<file path="src/rtl/iso_seq_pkg.sv">
package iso_seq_pkg;
  localparam int TOT_W = 12;
  localparam int MPS_W = 11;
  localparam int CNT_W = 3;
  localparam int PID_W = 2;
  localparam int MAX_PKTS = 3;
  localparam int PROD_W = MPS_W + CNT_W;

  typedef enum logic [1:0] {ST_IDLE, ST_SEND, ST_DONE} seq_state_e;

  // Largest byte count a given packet count and size can carry.
  function automatic logic [PROD_W-1:0] f_budget(input logic [CNT_W-1:0] cnt,
                                                 input logic [MPS_W-1:0] mps);
    return PROD_W'(cnt) * PROD_W'(mps);
  endfunction

  // Bytes assigned to the next packet.
  function automatic logic [MPS_W-1:0] f_pkt_len(input logic [TOT_W-1:0] rem,
                                                 input logic [MPS_W-1:0] mps);
    if (rem > TOT_W'(mps)) return mps;
    else return MPS_W'(rem);
  endfunction
endpackage

</file>
<file path="src/rtl/iso_param_check.sv">
module iso_param_check
  import iso_seq_pkg::*;
(
  input  logic [TOT_W-1:0] total_i,
  input  logic [MPS_W-1:0] mps_i,
  input  logic [CNT_W-1:0] count_i,
  output logic             bad_o
);
  logic cnt_bad, mps_bad, over_bad, zero_bad;

  always_comb begin
    cnt_bad  = (count_i == '0) || (count_i > CNT_W'(MAX_PKTS));
    mps_bad  = (mps_i == '0);
    over_bad = PROD_W'(total_i) > f_budget(count_i, mps_i);
    zero_bad = (total_i == '0) && (count_i != CNT_W'(1));
    bad_o    = cnt_bad || mps_bad || over_bad || zero_bad;
  end
endmodule

</file>
<file path="src/rtl/iso_pkt_slice.sv">
module iso_pkt_slice
  import iso_seq_pkg::*;
(
  input  logic [TOT_W-1:0] rem_i,
  input  logic [MPS_W-1:0] mps_i,
  input  logic [PID_W-1:0] level_i,
  output logic [MPS_W-1:0] len_o,
  output logic [TOT_W-1:0] rem_next_o,
  output logic             last_o
);
  always_comb begin
    len_o      = f_pkt_len(rem_i, mps_i);
    rem_next_o = rem_i - TOT_W'(len_o);
    last_o     = (level_i == '0);
  end
endmodule

</file>
<file path="src/rtl/iso_in_seq.sv">
module iso_in_seq
  import iso_seq_pkg::*;
(
  input  logic             clk,
  input  logic             rst_n,
  input  logic             start_i,
  input  logic [11:0]      total_i,
  input  logic [10:0]      mps_i,
  input  logic [2:0]       count_i,
  output logic             pkt_valid_o,
  input  logic             pkt_ready_i,
  output logic [1:0]       pkt_pid_o,
  output logic [10:0]      pkt_len_o,
  output logic             pkt_last_o,
  output logic             done_o,
  output logic             error_o
);
  seq_state_e       state_q;
  logic [TOT_W-1:0] rem_q, rem_next;
  logic [MPS_W-1:0] mps_q, len_w;
  logic [PID_W-1:0] level_q;
  logic             err_q, last_w;

  // Named events for the assertions.
  logic param_bad, start_seen, start_good, start_bad, pkt_fire, xfer_end;

  iso_param_check u_chk (
    .total_i (total_i),
    .mps_i   (mps_i),
    .count_i (count_i),
    .bad_o   (param_bad)
  );

  iso_pkt_slice u_slice (
    .rem_i      (rem_q),
    .mps_i      (mps_q),
    .level_i    (level_q),
    .len_o      (len_w),
    .rem_next_o (rem_next),
    .last_o     (last_w)
  );

  assign start_seen = start_i && (state_q == ST_IDLE);
  assign start_good = start_seen && !param_bad;
  assign start_bad  = start_seen && param_bad;
  assign pkt_fire   = (state_q == ST_SEND) && pkt_ready_i;
  assign xfer_end   = pkt_fire && last_w;

  always_ff @(posedge clk or negedge rst_n) begin
    if (!rst_n) begin
      state_q <= ST_IDLE;
      rem_q   <= '0;
      mps_q   <= '0;
      level_q <= '0;
      err_q   <= 1'b0;
    end else begin
      case (state_q)
        ST_IDLE: begin
          if (start_good) begin
            rem_q   <= total_i;
            mps_q   <= mps_i;
            level_q <= PID_W'(count_i - CNT_W'(1));
            err_q   <= 1'b0;
            state_q <= ST_SEND;
          end else if (start_bad) begin
            err_q   <= 1'b1;
          end
        end
        ST_SEND: begin
          if (pkt_fire) begin
            rem_q <= rem_next;
            if (last_w) state_q <= ST_DONE;
            else        level_q <= level_q - PID_W'(1);
          end
        end
        ST_DONE: state_q <= ST_IDLE;
        default: state_q <= ST_IDLE;
      endcase
    end
  end

  assign pkt_valid_o = (state_q == ST_SEND);
  assign pkt_pid_o   = level_q;
  assign pkt_len_o   = len_w;
  assign pkt_last_o  = pkt_valid_o && last_w;
  assign done_o      = (state_q == ST_DONE);
  assign error_o     = err_q;

  // a stalled descriptor is held
  p_hold_stable_r6: assert property (@(posedge clk) disable iff (!rst_n)
    pkt_valid_o && !pkt_ready_i |=> pkt_valid_o && $stable(pkt_pid_o)
      && $stable(pkt_len_o) && $stable(pkt_last_o));

  // after a non-final handshake the next descriptor is one level lower
  p_pid_step_r2: assert property (@(posedge clk) disable iff (!rst_n)
    pkt_fire && !pkt_last_o |=> pkt_valid_o && (pkt_pid_o == $past(pkt_pid_o) - 2'd1));

  // the final descriptor is DATA0
  p_last_data0_r2: assert property (@(posedge clk) disable iff (!rst_n)
    pkt_valid_o && pkt_last_o |-> pkt_pid_o == 2'd0);

  // no packet is longer than the latched size
  p_len_bound_r3: assert property (@(posedge clk) disable iff (!rst_n)
    pkt_valid_o |-> pkt_len_o <= mps_q);

  // done follows the final handshake and lasts one cycle
  p_done_after_last_r7: assert property (@(posedge clk) disable iff (!rst_n)
    xfer_end |=> done_o && !pkt_valid_o);
  p_done_pulse_r7: assert property (@(posedge clk) disable iff (!rst_n)
    done_o |=> !done_o);

  // a rejected start raises error and presents nothing
  p_err_no_pkt_r8: assert property (@(posedge clk) disable iff (!rst_n)
    start_bad |=> error_o && !pkt_valid_o && !done_o);

  // an accepted start presents the first descriptor next cycle
  p_first_valid_r10: assert property (@(posedge clk) disable iff (!rst_n)
    start_good |=> pkt_valid_o && !error_o);
endmodule

</file>
<file path="config.mk">
export PLATFORM = sky130hd
export DESIGN_NAME = iso_in_seq
export DESIGN_NICKNAME = d
export VERILOG_FILES = /design/src/rtl/iso_seq_pkg.sv /design/src/rtl/iso_param_check.sv /design/src/rtl/iso_pkt_slice.sv /design/src/rtl/iso_in_seq.sv
export SDC_FILE = /design/constraint.sdc
export NUM_CORES = 1
export LEC_CHECK = 0
export ABC_AREA = 0
export CAP_MARGIN = 0
export CORE_MARGIN = 8
export CORE_UTILIZATION = 47
export DETAILED_ROUTE_END_ITERATION = 7
export DONT_BUFFER_PORTS = 1
export REMOVE_ABC_BUFFERS = 1
export SLEW_MARGIN = 20
export SYNTH_ARGS = -nofsm -noshare
export SYNTH_HDL_FRONTEND = slang
export SYNTH_SLANG_ARGS = --single-unit
</file>
<file path="constraint.sdc">
create_clock -name clk -period 4.7 [get_ports clk]
set_input_delay 1.41 -clock clk [delete_from_list [all_inputs] [get_ports clk]]
set_output_delay 1.41 -clock clk [all_outputs]
set_load 0.02 [all_outputs]
</file>
==> flow_summary.toml, run 1 <==
[sta]
tightest_slew_ns = 0.953
period_needed_ns = 5.30
fin_setup_tns_ns = -13.83
setup_viol = 27
final_max_slew_viol_count = 0
period_share = 1.13
rsz0062_at_grt = "yes"
relSlewSlack = 0.365
finalHoldViolations = 0
worst_clock_skew_ns = 0.00419
max_clock_freq_ghz = 0.189
finalWorstSetupSlack_ns = -0.604

[logic_synthesis]
yosysTopAreaCell = "dfrtp_1"
yosysSeqAreaShare = 0.205
async_flop_share = 1.00
syn_area_um2 = 3410
ys_warn_count = 0
synth_ff_type = "dfrtp_1"
synth_area_leaders = "dfrtp_1 (21%), ha_1 (17%), mux2_2 (7.3%), fa_1 (6.5%), nand2_1 (4.8%)"
synth.avg_cell_area_um2 = 8.82
synth_edf_count = 0
ys_ff_latch = 28
syn_inst = 387
synthDistinctLibCells = 49
synth_top_area_share = 0.205

[die]
die_height_um = 101
rows = 31
die_area_um2 = 10200
io-pin-count = 47
initial_utilization = 0.478
die_x_um = 101
fp.coreArea_um2 = 7140

[global_routing]
grt_max_degree = 29
grt_pass1_vias = 2994
antenna_found_initial = 0
grt_pass1_wl_um = 15000
grt_usage = 0.182
grt-ovfl-total = 0

[power]
finalPower_mw = 2.82
internal_power_mw = 1.48
p_sw_frac = 0.477
vdd.ir_drop.worst_mv = 0.246
switching_power_mw = 1.35
p_clk_frac = 0.054
cellPowerDensity_nw_per_um2 = 696
seqPwrFrac = 0.187
combPwrFrac = 0.759
power_leakage_nw = 2.06

[setup_path]
startpoint_type = "input pin"
crit_path_start = "mps_i[0]"
worst-path-max-fanout = 6
r2r-end = "rem_q[11]"
worst-r2r-setup-slack_ns = 0.30
critical-path-slowest-cell = "fa_1"
r2r_start = "mps_q[1]"
crit_family = "compound AO/OA/AOI/OAI gates"
arrival_ns = 5.47
end_kind = "register"
path_cells = "and2_4, fa_1, ha_2, fa_2, a211oi_2, nor2_2, o31a_1, o21ai_2, nand2b_1, xnor2_1, ha_1, o21ai_2, a21oi_2, buf_4, buf_4, o211a_1, a31o_4, a21o_4, buf_12, mux2_4"
worstSetupPathType = "input pin to register"
reg2reg_depth = 20
crit_buf_inv = 3
worstPathRequired_ns = 4.87
cpPeakStageDelay_ns = 0.47

[detailed_routing]
via_count = 2979
drc = 0
highest_layer = "met4"
wirelength_um = 9190
met3_length_um = 268
dr.pass1.iters = 4
avgViaCountPerCell = 5.72
ant_nets = 0
met2_wirelength_um = 4790
wl_per_cell_um = 17.6
drtIter0Drc = 133
wl_met1_um = 3920

[place]
place_congestion = 0.842
port_buffers = 0
dpl.cell_count = 502
dp_hpwl_um = 7130

[layout]
drive_gt1_frac = 0.225
layout.nets = 511
diodes = 0
area_growth_pct = 18.8
fin_cells = 521
n_fill_cell = 694

[clock_tree]
cts.sink_count = 28
cts_tree = "yes"
htreeDepth = 1
cts_buffers = 3
clockRootBuffer = "clkbuf_8"
clk_pin_slew_worst_paths_ns = 0.10
postCtsHoldBufs = 0
clock_path_buffers = 2
clkLatencyLatePin_ns = 0.27

[worst_hold_path]
holdPathStages = 2
min_to = "mps_q[0]"
hold_path.class = "register to register"
worstHoldStart = "mps_q[0]"

[flow_run]
maxCapViolations = 0

[status]
status = "finished, violations left"
violations = "setup timing"
-- metal layers --
metal,vias to the layer above,GRT usage
li1,1442,-
met1,1477,0.224
met2,48,0.331
met3,12,0.0144
met4,0,0.0515
met5,-,0
-- synthesized netlist by cell type (3+ instances only) --
library cell  number
ha_1              47
nand2_1           44
inv_1             36
dfrtp_1           28
mux2_2            22
a21oi_1           18
nor2_1            18
o21ai_0           18
mux2i_1           16
fa_1              11
and2_1            10
nor3_1            10
nand3_1            9
nor2b_1            9
clkbuf_1           7
xnor2_1            7
xor2_1             7
a21o_1             6
mux2_4             6
nor4_1             6
o21a_1             6
nand2b_1           4
o31a_1             4
nand3b_1           3
nand4_1            3
-- placed cells by master (no fill, tap or decap), types with 6 or more instances in the layout --
master | synthesis | final
nor2_1 | 18 | 16
dfrtp_1 | 28 | 28
o21a_1 | 6 | 6
nand2_1 | 44 | 44
mux2_4 | 6 | 16
a21oi_1 | 18 | 15
and2_1 | 10 | 8
buf_6 | 1 | 6
o21ai_0 | 18 | 14
mux2_2 | 22 | 12
inv_1 | 36 | 35
xnor2_1 | 7 | 7
nand3_1 | 9 | 9
fa_1 | 11 | 10
mux2i_1 | 16 | 16
xor2_1 | 7 | 7
ha_1 | 47 | 45
buf_4 | 0 | 33
nor2b_1 | 9 | 9
nor3_1 | 10 | 10
-- through the flow --
| stage | area [um2] | hold WS [ns] | util | setup slack (ns) |
|---|---|---|---|---|
| 3_5_place_dp | 3700 | 0.493 | 0.519 | -1.01 |
| 6_report | 4060 | 0.513 | 0.568 | -0.604 |
| 4_1_cts | 3920 | 0.517 | 0.549 | -0.495 |
| 3_3_place_gp | 3700 | 0.485 | 0.519 | -0.969 |
| 2_1_floorplan | 3370 | 0.464 | - | -0.976 |
| 5_1_grt | 4060 | 0.562 | 0.568 | -0.798 |
-- cells by family (layout without fill, tap and decap cells) --
group / count (synthesis) / in the layout / synth area share
fa+ha+maj: 58 / 58 / 0.237
buf+inv: 46 / 81 / 0.0532
compound gates: 74 / 74 / 0.147
xor+xnor: 14 / 14 / 0.0359
mux: 44 / 44 / 0.146
simple gates: 123 / 123 / 0.175
flops: 28 / 28 / 0.205
-- worst reg2reg max path: stages (launching register included) --
cell      delay (ns)
dfrtp_1         0.39
inv_1           0.08
ha_1            0.29
nor2b_1         0.13
o21a_1          0.15
o21ai_0         0.13
a21oi_1         0.09
o31a_1          0.27
o21ai_0         0.20
a21oi_2         0.10
buf_4           0.24
mux2i_1         0.17
ha_1            0.30
nor2b_1         0.14
o31a_1          0.28
o211ai_1        0.25
a21oi_1         0.15
o31a_1          0.32
o21ai_0         0.28
nand3_1         0.12
o211a_1         0.22
-- power by group through the flow --
stage	Combinational, mW	Sequential, mW	Clock [mW]
3_5_place_dp	2.01	0.529	0
4_1_cts	2.09	0.523	0.154
2_1_floorplan	1.61	0.473	0
3_3_place_gp	1.99	0.523	0
5_1_grt	2.42	0.545	0.169
6_report	2.14	0.527	0.152
-- state kept, by name, indices dropped and copies added (netlist names) --
signal     cells
rem_q         12
mps_q         11
pkt_pid_o      2
state_q        2
error_o        1
-- cell type report --
| class | instances | area [um2] | share of cell area |
|---|---|---|---|
| well taps | 99 | 124 | 0.0305 |
| flip-flops and latches | 28 | 701 | 0.173 |
| inverters | 36 | 135 | 0.0333 |
| clock buffers | 4 | 55.1 | 0.0136 |
| multi-input cells | 313 | 2680 | 0.660 |
| repair buffers | 41 | 363 | 0.0895 |
-- worst max-delay path by stage --
stage | end | slack, ns | depth (start not counted)
3_3_place_gp | rem_q[5] | -0.97 | 19
6_report | rem_q[10] | -0.60 | 20
3_5_place_dp | rem_q[5] | -1.01 | 19
4_1_cts | rem_q[8] | -0.49 | 19
5_1_grt | rem_q[8] | -0.80 | 20
2_1_floorplan | rem_q[2] | -0.98 | 18
-- repair_timing --
action,in CTS,in global routing
pin swaps,3,10
setup endpoints to repair,27,27
hold endpoints to repair,0,0
gates resized for setup,18,25
setup buffers,11,3
cloned,1,0
Power figures use the tool's default switching activity.
==> run 2, diff against run 1 <==
--- a/config.mk
+++ b/config.mk
@@ -15,4 +15,5 @@
 export SLEW_MARGIN = 20
 export SYNTH_ARGS = -nofsm -noshare
 export SYNTH_HDL_FRONTEND = slang
+export SYNTH_HIERARCHICAL = 1
 export SYNTH_SLANG_ARGS = --single-unit
==> constraint.sdc (replaced) <==
create_clock -name clk -period 4.7 [get_ports clk]
set_input_delay 1.41 -clock clk [delete_from_list [all_inputs] [get_ports clk]]
set_output_delay 1.41 -clock clk [all_outputs]
set_load 0.05 [all_outputs]
==> run 2 against run 1 <==
  * The run still ends with setup timing left
  * Utilization down 3.4 points
  * Sequential share of layout area is 0.31 points lower
  * Non-clock buffer count down 10
  * Flip-flop and latch count did not move
  * Area after synthesis is 9.4% higher
  * Die area increased by 7.9%
  * Wire length increased by 0.85%
  * Critical path depth shrank 4
  * Setup slack better by 0.10 ns
  * Maximum frequency grew 2.0%
  * Critical path type unchanged
==> flow_summary.toml, run 2 <==
[sta]
finalHoldViolations = 0
period_needed_ns = 5.20
worst_clock_skew_ns = 0.00750
final_max_slew_viol_count = 0
finalWorstSetupSlack_ns = -0.502
fin_setup_tns_ns = -10.14
holdWs_ns = 0.531
period_share = 1.11
rsz0062_at_grt = "yes"
relSlewSlack = 0.380
setup_viol = 26
tightest_slew_ns = 0.928
max_clock_freq_ghz = 0.192

[setup_path]
critical-path-slowest-cell = "or4b_4"
reg2reg_depth = 16
cpPeakStageDelay_ns = 0.55
worstSetupPathType = "input pin to register"
path_cells = "and2_4, fa_1, ha_2, fa_2, a211oi_2, o21bai_2, a21oi_2, xor2_1, ha_2, o211ai_1, a21oi_1, o31a_1, a2bb2oi_2, or4b_4, o21ai_4, mux2_4"
startpoint_type = "input pin"
cp_common_cell = "ha_2"
crit_buf_inv = 0
end_kind = "register"
cp.depth = 16
worstPathRequired_ns = 4.86
worst-path-max-fanout = 7
arrival_ns = 5.36
crit_family = "compound AO/OA/AOI/OAI gates"
worst-r2r-setup-slack_ns = 0.52

[layout]
area_growth_pct = 10.6
layout.nets = 543
diodes = 0
fin_area_um2 = 4130
top_register = "rem_q"
seq_area_um2 = 701
mostFrequentLayoutCell = "nand2_1"
largest_reg_flops = 12
fin_cells = 556
reg_top3 = "rem_q x12, mps_q x11"
multi_input_area_um2 = 2860
n_fill_cell = 736
final_cell_mix = "nand2_1 (70), ha_1 (44), inv_1 (39)"
drive_gt1_frac = 0.187

[die]
rows = 32
die_area_um2 = 11100
fp.coreArea_um2 = 7730
die_height_um = 105
io-pin-count = 47
initial_utilization = 0.483
die_x_um = 105

[clock_tree]
cts_buffers = 3
postCtsHoldBufs = 0
clock_path_buffers = 2
cts_tree = "yes"
htreeDepth = 1
clkLatencyLatePin_ns = 0.27
cts.sink_count = 28
clk_pin_slew_worst_paths_ns = 0.10
clockRootBuffer = "clkbuf_8"

[logic_synthesis]
ys_ff_latch = 28
synth_ff_type = "dfrtp_1"
syn_inst = 435
ys_top_cells_by_count = "nand2_1 (70), ha_1 (47), inv_1 (39), dfrtp_1 (28), a21oi_1 (23)"
synth_area_leaders = "dfrtp_1 (19%), ha_1 (16%), nand2_1 (7.0%), fa_1 (5.9%), mux2_2 (5.1%)"
ys_warn_count = 6
yosysSeqAreaShare = 0.188
syn_area_um2 = 3730
yosysTopAreaCell = "dfrtp_1"
synth.avg_cell_area_um2 = 8.58
synth_edf_count = 0
synth_top_area_share = 0.188
synthDistinctLibCells = 57
yosys.cell_count.top_type = "nand2_1"
async_flop_share = 1.00

[place]
dpl_cell_area_um2 = 3960
dpl.cell_count = 548
place_congestion = 0.867
dp_hpwl_um = 7490
port_buffers = 0

[global_routing]
grt-ovfl-total = 0
grt_pass1_wl_um = 15700
grt_usage = 0.169
grt_max_degree = 29
antenna_found_initial = 0
grt_pass1_vias = 3131

[detailed_routing]
wl_per_cell_um = 16.7
wirelength_um = 9270
dr.pass1.iters = 5
drtIter0Drc = 87
met3_length_um = 334
wl_met1_um = 4290
drc = 0
via_count = 3115
met2_wirelength_um = 4470
avgViaCountPerCell = 5.60
ant_nets = 0
highest_layer = "met4"

[status]
status = "finished, violations left"
violations = "setup timing"

[worst_hold_path]
holdPathStages = 2
hold_path.class = "register to register"

[flow_run]
maxCapViolations = 0
[run 2: changes by cell type in the layout (fill, tap and decap cells not counted), moves of 5 or more]
cell     delta
o21ai_0     -5
a21oi_1     +7
mux2_1      +9
buf_6       -5
nand2_1    +26
[run 2: final timing paths]
| kind | startpoint | end |
|---|---|---|
| max reg2reg | mps_q[9] | rem_q[11] |
| max | mps_i[0] | rem_q[8] |
| min reg2reg | mps_q[1] | mps_q[1] |
| max in group asynchronous | rst_n | mps_q[8] |
| min in group asynchronous | rst_n | error_o |
| min | mps_q[1] | mps_q[1] |
[run 2: metal layers]
layer | up-vias | GRT usage
li1 | 1561 | -
met5 | - | 0
met1 | 1489 | 0.220
met3 | 8 | 0.0178
met2 | 57 | 0.288
met4 | 0 | 0.0438
[run 2: final cells by class]
class / instances / share of cell area
multi-input combinational: 352 / 0.693
sequential: 28 / 0.170
timing repair buffer: 31 / 0.0573
inverter: 39 / 0.0355
tap: 102 / 0.0309
clock buffer: 4 / 0.0133
[run 2: kinds of logic (layout without fill, tap and decap cells)]
| family | after synthesis | in the layout | synth area share |
|---|---|---|---|
| simple gates | 153 | 153 | 0.198 |
| compound gates | 79 | 80 | 0.148 |
| fa+ha+maj | 58 | 58 | 0.216 |
| buf+inv | 56 | 74 | 0.0707 |
| mux | 47 | 47 | 0.147 |
| flops | 28 | 28 | 0.188 |
| xor+xnor | 14 | 14 | 0.0328 |
[run 2: timing repair]
| action | 4_1_cts | 5_1_grt |
|---|---|---|
| gates resized for setup | 14 | 5 |
| setup buffers | 2 | 1 |
| endpoints found under the setup margin | 27 | 26 |
| pin swaps | 11 | 5 |
| cloned | 1 | 0 |
[run 2: worst register-to-register path, delay by kind of cell (launching register included)]
family | cells | cell delay, ns
fa+ha+maj | 2 | 0.65
compound gates | 7 | 1.77
buf+inv | 2 | 0.35
xor+xnor | 1 | 0.11
mux | 3 | 0.74
simple gates | 1 | 0.06
flops | 1 | 0.41
[run 2: metrics by stage]
| stage | utilization | setup slack, ns |
|---|---|---|
| floorplan | - | -0.982 |
| global placement | 0.513 | -1.03 |
| detailed placement | 0.513 | -1.12 |
| CTS | 0.531 | -0.537 |
| global route | 0.534 | -0.638 |
| finish | 0.534 | -0.502 |
Power of run 2 is not shown: default switching activity piles up to over one toggle a cycle in this logic, so the estimate is an artifact.
==> run 3, diff against run 2 <==
--- a/config.mk
+++ b/config.mk
@@ -5,7 +5,7 @@
 export SDC_FILE = /design/constraint.sdc
 export NUM_CORES = 1
 export LEC_CHECK = 0
-export ABC_AREA = 0
+export ABC_AREA = 1
 export CAP_MARGIN = 0
 export CORE_MARGIN = 8
 export CORE_UTILIZATION = 47
==> run 3 against run 2 <==
  * The run now ends clean
  * Count of clock-buffer cells in the layout fell by 1
  * Critical path type unchanged
  * Maximum frequency rose by 18%
  * Non-clock buffer count fell by 18
==> flow_summary.toml, run 3 <==
[clock_tree]
cts.sink_count = 28
clockRootBuffer = "clkbuf_8"
postCtsHoldBufs = 0
post_cts_buffers = 0
clock_path_buffers = 2
cts_resized = 0
htreeDepth = 1
cts_tree = "yes"
clk_pin_slew_worst_paths_ns = 0.09
clkLatencyLatePin_ns = 0.26
cts_buffers = 3

[layout]
area_growth_pct = 4.27
largest_reg_flops = 12
mostFrequentLayoutCell = "nand2_1"
drive_gt1_frac = 0.0849
top_register = "rem_q"
reg_top3 = "rem_q x12, mps_q x11"
layout.nets = 738
final_cell_mix = "nand2_1 (262), inv_1 (111), ha_1 (47)"
diodes = 0
n_fill_cell = 953
final_core_util = 0.495

[detailed_routing]
avgViaCountPerCell = 4.98
dr.pass1.iters = 5
drc = 0
wl_per_cell_um = 13.0
ant_nets = 0
via_count = 3768
wirelength_um = 9820
drtIter0Drc = 145

[logic_synthesis]
ys_top_cells_by_count = "nand2_1 (263), inv_1 (111), ha_1 (47), nand3_1 (43), nor2_1 (31)"
syn_area_um2 = 4040
yosys.cell_count.top_type = "nand2_1"
ys_warn_count = 6
synth_edf_count = 0
synth_area_leaders = "nand2_1 (24%), dfrtp_1 (17%), ha_1 (15%), inv_1 (10%), fa_1 (5.5%)"
yosysTopAreaCell = "nand2_1"
syn_inst = 648
async_flop_share = 1.00
synthDistinctLibCells = 33
synth_ff_type = "dfrtp_1"
synth_top_area_share = 0.244
yosysSeqAreaShare = 0.173
synth.avg_cell_area_um2 = 6.23
ys_ff_latch = 28

[setup_path]
arrival_ns = 4.60
worstPathRequired_ns = 4.89
worstSetupPathType = "input pin to register"
startpoint_type = "input pin"
worst-r2r-setup-slack_ns = 1.11
reg2reg_depth = 18
r2r-end = "rem_q[8]"
end_kind = "register"
r2r_start = "rem_q[10]"
worst-path-max-fanout = 23

[status]
status = "finished clean"

[worst_hold_path]
worstHoldStart = "rem_q[0]"
min_to = "rem_q[0]"
holdPathStages = 2
hold_path.class = "register to register"

[die]
initial_utilization = 0.475
die_area_um2 = 11800
die_x_um = 109
rows = 34
fp.coreArea_um2 = 8510
die_height_um = 109
io-pin-count = 47

[sta]
max_clock_freq_ghz = 0.227
finalWorstSetupSlack_ns = 0.294
worst_clock_skew_ns = 0.00241
setup_viol = 0
final_max_slew_viol_count = 0
rsz0062_at_grt = "no"
finalHoldViolations = 0
period_needed_ns = 4.41
relSlewSlack = 0.352
tightest_slew_ns = 0.969
period_share = 0.937

[flow_run]
maxCapViolations = 0

[global_routing]
grt_pass1_wl_um = 16900
grt-ovfl-total = 0
grt_usage = 0.173
grt_pass1_vias = 3712
grt_max_degree = 29
antenna_found_initial = 0

[place]
place_congestion = 0.907
preCtsSetupSlack_ns = -0.0987
dp_hpwl_um = 8350
port_buffers = 0
## run 3: layout make-up
cell class | instances | area, um2 | area share
clock buffer | 3 | 41.3 | 0.00980
inverter | 115 | 432 | 0.102
multi-input combinational | 489 | 2790 | 0.663
sequential | 28 | 701 | 0.166
tap | 108 | 135 | 0.0321
timing repair buffer | 13 | 110 | 0.0261
## run 3: critical path, cell delays in order
cell	delay (ns)
nand2_1	0.06
fa_1	0.53
inv_1	0.04
ha_1	0.35
a21oi_2	0.17
nand2_2	0.10
buf_4	0.14
xnor2_1	0.12
ha_1	0.30
nand2_1	0.07
nor2_1	0.21
nand2_1	0.08
nand3_1	0.09
nand2_1	0.06
nand2_1	0.07
nand3_1	0.06
o21bai_1	0.17
or2_4	0.35
a21boi_0	0.21
## run 3: how the worst max path moves through the flow
| stage | cells past startpoint | start | slack [ns] | to |
|---|---|---|---|---|
| after floorplan | 24 | mps_i[0] | 0.07 | rem_q[0] |
| after global placement | 25 | mps_i[0] | -0.003 | rem_q[0] |
| after detailed placement | 25 | mps_i[0] | -0.1 | rem_q[4] |
| after CTS | 25 | mps_i[0] | 0.20 | rem_q[4] |
| after global routing | 25 | mps_i[0] | 0.02 | rem_q[10] |
| final | 19 | mps_i[2] | 0.29 | error_o |
## run 3: logic make-up after synthesis
kind of cell             Yosys count  synth area share
XOR/XNOR                          14            0.0304
AND/OR/NAND/NOR                  368             0.378
buffers and inverters            131             0.139
flip-flops                        28             0.173
AO/OA/AOI/OAI                     49            0.0787
adder cells (fa/ha/maj)           58             0.200
## run 3: stage by stage
stage | setup TNS, ns | cell area [um2] | hold slack [ns] | std cells
2_1_floorplan | 0 | 3910 | 0.464 | 632
3_5_place_dp | -1.12 | 4150 | 0.501 | 753
4_1_cts | 0 | 4200 | 0.524 | 756
3_3_place_gp | -0.0132 | 4150 | 0.495 | 753
5_1_grt | 0 | 4210 | 0.548 | 756
6_report | 0 | 4210 | 0.513 | 756
## run 3: per-layer routing
| metal | routed length (um) | GRT usage | vias up |
|---|---|---|---|
| met5 | 0 | 0 | - |
| met4 | 127 | 0.0469 | 0 |
| met3 | 367 | 0.0207 | 8 |
| met2 | 4950 | 0.318 | 45 |
| met1 | 4370 | 0.207 | 1721 |
| li1 | - | - | 1994 |
Power of run 3 is left out for the same reason.
